[config.mk]
export PLATFORM = sky130hd
export DESIGN_NAME = useq_ctrl
export DESIGN_NICKNAME = d
export VERILOG_FILES = /design/src/rtl/useq_pkg.sv /design/src/rtl/useq_rom.sv /design/src/rtl/useq_opdec.sv /design/src/rtl/useq_nextaddr.sv /design/src/rtl/useq_ctrl.sv
export SDC_FILE = /design/constraint.sdc
export NUM_CORES = 1
export LEC_CHECK = 0
export ABC_AREA = 1
export BUFFER_PORTS_ARGS = -buffer_cell sky130_fd_sc_hd__buf_2
export CAP_MARGIN = 5
export CORE_MARGIN = 2
export CORE_UTILIZATION = 48
export CTS_CLUSTER_SIZE = 28
export DETAILED_ROUTE_END_ITERATION = 6
export GPL_ROUTABILITY_DRIVEN = 0
export PLACE_DENSITY = 0.79
export SYNTH_ARGS = -nofsm -noshare
export SYNTH_HDL_FRONTEND = slang
export SYNTH_SLANG_ARGS = --single-unit
export TNS_END_PERCENT = 5
[constraint.sdc]
create_clock -name clk -period 2.1 [get_ports clk]
set_clock_uncertainty 0.15 [all_clocks]
set_input_delay 0.21 -clock clk [delete_from_list [all_inputs] [get_ports clk]]
set_output_delay 0.21 -clock clk [all_outputs]
set_load 0.05 [all_outputs]
[src/rtl/useq_pkg.sv]
package useq_pkg;

   // control vector width and store address width
   localparam int CTL_W = 15;
   localparam int UA_W  = 5;

   // control signal bit positions
   localparam int S_MAR_PC   = 0;
   localparam int S_MAR_IRA  = 1;
   localparam int S_MAR_SAVE = 2;
   localparam int S_MBR_MEM  = 3;
   localparam int S_MBR_PC   = 4;
   localparam int S_MEM_MBR  = 5;
   localparam int S_PC_INC   = 6;
   localparam int S_PC_HDL   = 7;
   localparam int S_IR_MBR   = 8;
   localparam int S_IRA_MBRA = 9;
   localparam int S_BUS_RD   = 10;
   localparam int S_BUS_WR   = 11;
   localparam int S_ACC_ADD  = 12;
   localparam int S_ACC_AND  = 13;
   localparam int S_R1_ACC   = 14;

   // next-address kind
   typedef enum logic [1:0] {
      NX_SEQ  = 2'd0,   // step by one
      NX_JMP  = 2'd1,   // target if condition, else step
      NX_DISP = 2'd2,   // target if condition, else opcode routine
      NX_RET  = 2'd3    // target if condition, else fetch
   } nx_e;

   // condition selector
   typedef enum logic [1:0] {
      CD_ALWAYS = 2'd0,
      CD_IND    = 2'd1,
      CD_IRQ    = 2'd2,
      CD_NEVER  = 2'd3
   } cd_e;

   typedef struct packed {
      logic [CTL_W-1:0] sig;
      nx_e              nx;
      cd_e              cd;
      logic [UA_W-1:0]  tgt;
   } uword_t;

   // routine entry points
   localparam logic [UA_W-1:0] UA_FETCH = UA_W'(0);
   localparam logic [UA_W-1:0] UA_INDIR = UA_W'(3);
   localparam logic [UA_W-1:0] UA_INTR  = UA_W'(6);
   localparam logic [UA_W-1:0] UA_ADD   = UA_W'(9);
   localparam logic [UA_W-1:0] UA_AND   = UA_W'(12);
   localparam logic [UA_W-1:0] UA_TAIL  = UA_W'(15);

   // word held in the buffer during reset: no signals, return to fetch
   localparam uword_t BUBBLE = '{sig: '0, nx: NX_RET, cd: CD_NEVER, tgt: UA_FETCH};

endpackage

[src/rtl/useq_rom.sv]
module useq_rom
   import useq_pkg::*;
(
   input  logic [UA_W-1:0] addr,
   output uword_t          word
);

   function automatic logic [CTL_W-1:0] b(input int i);
      return CTL_W'(1) << i;
   endfunction

   function automatic uword_t mk(input logic [CTL_W-1:0] s, input nx_e n,
                                 input cd_e c, input logic [UA_W-1:0] t);
      return '{sig: s, nx: n, cd: c, tgt: t};
   endfunction

   always_comb begin
      case (addr)
         // fetch
         UA_FETCH:          word = mk(b(S_MAR_PC), NX_SEQ, CD_NEVER, UA_FETCH);
         UA_FETCH+UA_W'(1): word = mk(b(S_MBR_MEM) | b(S_BUS_RD) | b(S_PC_INC),
                                      NX_SEQ, CD_NEVER, UA_FETCH);
         UA_FETCH+UA_W'(2): word = mk(b(S_IR_MBR), NX_DISP, CD_IND, UA_INDIR);
         // indirect
         UA_INDIR:          word = mk(b(S_MAR_IRA), NX_SEQ, CD_NEVER, UA_FETCH);
         UA_INDIR+UA_W'(1): word = mk(b(S_MBR_MEM) | b(S_BUS_RD), NX_SEQ, CD_NEVER, UA_FETCH);
         UA_INDIR+UA_W'(2): word = mk(b(S_IRA_MBRA), NX_DISP, CD_NEVER, UA_FETCH);
         // interrupt save
         UA_INTR:           word = mk(b(S_MBR_PC), NX_SEQ, CD_NEVER, UA_FETCH);
         UA_INTR+UA_W'(1):  word = mk(b(S_MAR_SAVE) | b(S_PC_HDL), NX_SEQ, CD_NEVER, UA_FETCH);
         UA_INTR+UA_W'(2):  word = mk(b(S_MEM_MBR) | b(S_BUS_WR), NX_RET, CD_NEVER, UA_FETCH);
         // add
         UA_ADD:            word = mk(b(S_MAR_IRA), NX_SEQ, CD_NEVER, UA_FETCH);
         UA_ADD+UA_W'(1):   word = mk(b(S_MBR_MEM) | b(S_BUS_RD), NX_SEQ, CD_NEVER, UA_FETCH);
         UA_ADD+UA_W'(2):   word = mk(b(S_ACC_ADD), NX_JMP, CD_ALWAYS, UA_TAIL);
         // and, falls through into the shared tail
         UA_AND:            word = mk(b(S_MAR_IRA), NX_SEQ, CD_NEVER, UA_FETCH);
         UA_AND+UA_W'(1):   word = mk(b(S_MBR_MEM) | b(S_BUS_RD), NX_SEQ, CD_NEVER, UA_FETCH);
         UA_AND+UA_W'(2):   word = mk(b(S_ACC_AND), NX_SEQ, CD_NEVER, UA_FETCH);
         // shared write-back tail
         UA_TAIL:           word = mk(b(S_R1_ACC), NX_RET, CD_IRQ, UA_INTR);
         default:           word = BUBBLE;
      endcase
   end

endmodule

[src/rtl/useq_opdec.sv]
module useq_opdec
   import useq_pkg::*;
#(
   parameter int OPW    = 4,
   parameter int OP_ADD = 1,
   parameter int OP_AND = 2
) (
   input  logic [OPW-1:0]  opcode,
   output logic [UA_W-1:0] start
);

   always_comb begin
      if (opcode == OPW'(OP_ADD))      start = UA_ADD;
      else if (opcode == OPW'(OP_AND)) start = UA_AND;
      else                             start = UA_FETCH;
   end

endmodule

[src/rtl/useq_nextaddr.sv]
module useq_nextaddr
   import useq_pkg::*;
(
   input  logic [UA_W-1:0] car,
   input  uword_t          cur,
   input  logic [UA_W-1:0] map,
   input  logic            ind,
   input  logic            irq,
   output logic [UA_W-1:0] nxt
);

   logic            hit;
   logic [UA_W-1:0] inc;

   always_comb begin
      case (cur.cd)
         CD_ALWAYS: hit = 1'b1;
         CD_IND:    hit = ind;
         CD_IRQ:    hit = irq;
         default:   hit = 1'b0;
      endcase
      inc = car + UA_W'(1);
      case (cur.nx)
         NX_SEQ:  nxt = inc;
         NX_JMP:  nxt = hit ? cur.tgt : inc;
         NX_DISP: nxt = hit ? cur.tgt : map;
         default: nxt = hit ? cur.tgt : UA_FETCH;
      endcase
   end

endmodule

[src/rtl/useq_ctrl.sv]
module useq_ctrl
   import useq_pkg::*;
#(
   parameter int OPW    = 4,
   parameter int OP_ADD = 1,
   parameter int OP_AND = 2
) (
   input  logic             clk,
   input  logic             rst_n,
   input  logic [OPW-1:0]   op_d,
   input  logic             ind_d,
   input  logic             irq_pend,
   output logic [CTL_W-1:0] ctl_o,
   output logic [UA_W-1:0]  car_o
);

   localparam int OP_SPAN = 1 << OPW;

   generate
      if (OPW < 2 || OPW > 8) begin : g_bad_opw
         $error("useq_ctrl: OPW out of range");
      end
      if (OP_ADD == OP_AND) begin : g_bad_ops
         $error("useq_ctrl: opcodes must differ");
      end
      if (OP_ADD >= OP_SPAN || OP_AND >= OP_SPAN) begin : g_bad_span
         $error("useq_ctrl: opcode does not fit OPW");
      end
   endgenerate

   logic [UA_W-1:0] car_q;
   uword_t          cbr_q;
   logic [UA_W-1:0] map_a;
   logic [UA_W-1:0] nxt_a;
   uword_t          rom_w;

   useq_opdec #(.OPW(OPW), .OP_ADD(OP_ADD), .OP_AND(OP_AND)) u_dec (
      .opcode (op_d),
      .start  (map_a)
   );

   useq_nextaddr u_nxt (
      .car (car_q),
      .cur (cbr_q),
      .map (map_a),
      .ind (ind_d),
      .irq (irq_pend),
      .nxt (nxt_a)
   );

   useq_rom u_rom (
      .addr (nxt_a),
      .word (rom_w)
   );

   always_ff @(posedge clk or negedge rst_n) begin
      if (!rst_n) begin
         car_q <= UA_FETCH;
         cbr_q <= BUBBLE;
      end else begin
         car_q <= nxt_a;
         cbr_q <= rom_w;
      end
   end

   assign ctl_o = cbr_q.sig;
   assign car_o = car_q;

endmodule

==> flow_summary.json <==
{
  "period_needed_ps": 2170,
  "placeableCoreArea_um2": 2760,
  "yosys.area_share.simple": 0.329,
  "synth_top_cell_by_area": "dfrtp_1",
  "dieWidth_um": 57.7,
  "tightest_slew_ps": 525,
  "grt_max_degree": 25,
  "syn-num-nets": 168,
  "yosys.cell_count.top_type": "nand2_1",
  "final_nets": 199,
  "avgSynthCellArea_um2": 8.94,
  "synth_top_family_by_area": "simple AND/OR/NAND/NOR gates",
  "fin_ws_ps": -67.3,
  "worstPathRequired_ps": 2220,
  "dpl.hpwl_um": 2040,
  "final-setup-viol-count": 11,
  "maxCapViolations": 0,
  "cts_buffers": 3,
  "cts_buffer_depth": 2,
  "critPathLaunchType": "flip-flop",
  "clock_latency_ps": 330,
  "synth-seq-cells": 24,
  "antenna_found_initial": 0,
  "slew_headroom": 0.650,
  "drive_above_1_share": 0.470,
  "clock-root-buffer": "clkbuf_4",
  "path_max_fanout": 4,
  "ff_latch_area_um2": 606,
  "drv_slew": 0,
  "arrival_ps": 2290,
  "post-synth-top-area-fraction": 0.361,
  "routed_via_density": 5.07,
  "die_y_um": 57.7,
  "syn_area_um2": 1390,
  "drt_iter0_drc": 28,
  "num_vias": 1096,
  "grt_overflow_total": 0,
  "grt_pass1_vias": 997,
  "synthAdderAreaFrac": 0.0451,
  "postRouteAntennaNets": 0,
  "io_pins": 28,
  "synth.distinct_cells": 25,
  "postSynthCellCount": 155,
  "finalCritPeriodShare": 1.03,
  "num-fill-cells": 212,
  "synth-main-ff-cell": "dfrtp_1",
  "status": "finished with violations",
  "wl_per_cell_um": 14.3,
  "cts.htree.levels": 1,
  "grt_setup_unrepaired": "yes",
  "hold_path.class": "input pin to async pin",
  "die-area_um2": 3330,
  "cts_tree": "yes",
  "yosysWarnings": 0,
  "drc": 0,
  "synth-compound-area-share": 0.0361,
  "track_usage": 0.171,
  "clk_pin_slew_ps": 140,
  "muxShareOfSynthArea": 0,
  "synth_commonest_cells": "21 x nand2_1, 20 x dfrtp_1, 20 x nor2_1",
  "grt_pass1_wl_um": 4390,
  "violations": "negative setup slack",
  "crit_type": "flip-flop to flip-flop",
  "initial_core_util": 0.503,
  "rrSetupSlack_ps": -70,
  "cp-end-kind": "flip-flop",
  "synth_xor_area_frac": 0.0126,
  "area_growth_pct": 22.6,
  "io_buffer_count": 27,
  "yosys-top-cells-area": "dfrtp_1 36%, buf_4 8.1%, dfstp_2 7.6%",
  "wl_um": 3090,
  "hold_viol_final": 0,
  "synth-async-reset-ratio": 1.00,
  "cts_sinks": 24,
  "yosysSeqAreaShare": 0.437,
  "rows": 19,
  "dr.pass1.iters": 4,
  "clock.fmax_mhz": 461,
  "multiInputGateArea_um2": 676,
  "synth_edf_count": 0,
  "antenna_cells": 0,
  "timing.hold.ws_ps": 217
}
==> state kept, by name, indices dropped and copies added (netlist names) <==
signal,flops
cbr_q,7
car_o,5
ctl_o,12
==> metal layers <==
metal / wire length (µm) / vias to the layer above / global-route usage / part of all wire
met5: 0 / - / 0 / 0
met4: 25 / 0 / 0.0432 / 0.0081
met3: 125 / 2 / 0.0201 / 0.040
li1: - / 536 / - / -
met1: 1230 / 525 / 0.217 / 0.40
met2: 1710 / 33 / 0.308 / 0.55
==> layout make-up <==
type,instances,share of cell area
Tap cell,31,0.0228
Timing Repair Buffer,41,0.143
Inverter,21,0.0493
Clock buffer,3,0.0133
Multi-Input combinational cell,95,0.398
Sequential cell,24,0.356
Clock inverter,1,0.0177
==> placed cells by master (no fill, tap or decap), drive strengths merged <==
| master | Yosys | routed |
|---|---|---|
| dfrtp | 20 | 20 |
| o22ai | 1 | 1 |
| nand2 | 34 | 34 |
| a21oi | 1 | 1 |
| nand4 | 4 | 4 |
| o21bai | 1 | 1 |
| nor3 | 1 | 1 |
| ha | 5 | 5 |
| o211ai | 1 | 1 |
| o21ai | 4 | 4 |
| inv | 21 | 21 |
| dfstp | 4 | 4 |
| buf | 15 | 40 |
| dlygate4sd3 | 0 | 1 |
| xor2 | 2 | 2 |
| clkbuf | 0 | 3 |
| bufinv | 0 | 1 |
| nor2 | 21 | 21 |
| nand3b | 1 | 1 |
| nand3 | 19 | 19 |
==> cell families (layout without fill, tap and decap cells) <==
kind of cell,Yosys count,count (layout)
and+or+nand+nor,80,80
buffers and inverters,36,66
DFF,24,24
AOI/OAI and AO/OA,8,8
adders and majority gates,5,5
xor gates and xnor gates,2,2
==> worst max-delay path, stage by stage, from the launching register on <==
cell and delay (ps):
dfstp_2 560, inv_2 30, nand2_2 80, nand2_4 70
nand2_4 70, nand2_2 50, nand3_1 90, o211ai_1 90
nor2_1 190, buf_4 190, ha_4 160, inv_4 50
o21ai_4 150, nor2_1 60, nor2_1 120
==> stage by stage <==
step	instance area (µm²)	utilization	setup TNS, ps	std cells	setup WS [ps]
after floorplan	1390	-	0	155	21.0
after global placement	1490	0.541	0	204	2.48
after detailed placement	1490	0.541	-187	204	-70.6
after CTS	1590	0.575	-86.9	211	-18.5
after global routing	1700	0.616	-2070	216	-196
final	1700	0.616	-288	216	-67.3
==> repair_timing <==
item,in CTS,in global routing
endpoints found under the hold margin,20,0
resized for setup,6,15
hold buffers,1,0
endpoints found under the setup margin,8,17
setup buffers,2,5
pin swaps,8,12
==> worst paths after layout <==
kind | startpoint | to | depth (start not counted)
max reg2reg | cbr_q[5]$_DFF_PN1_ | cbr_q[8]$_DFF_PN1_ | 14
max in group asynchronous | rst_n | cbr_q[7]$_DFF_PN1_ | 2
min in group clk | ind_d | car_o[4]$_DFF_PN0_ | 7
min | rst_n | ctl_o[11]$_DFF_PN0_ | 2
min reg2reg | car_o[4]$_DFF_PN0_ | car_o[4]$_DFF_PN0_ | 2
max | cbr_q[5]$_DFF_PN1_ | cbr_q[8]$_DFF_PN1_ | 14
Power is left out: the tool's default activity adds up to more than one toggle a clock period on the data nets, which glitch-free logic cannot reach.
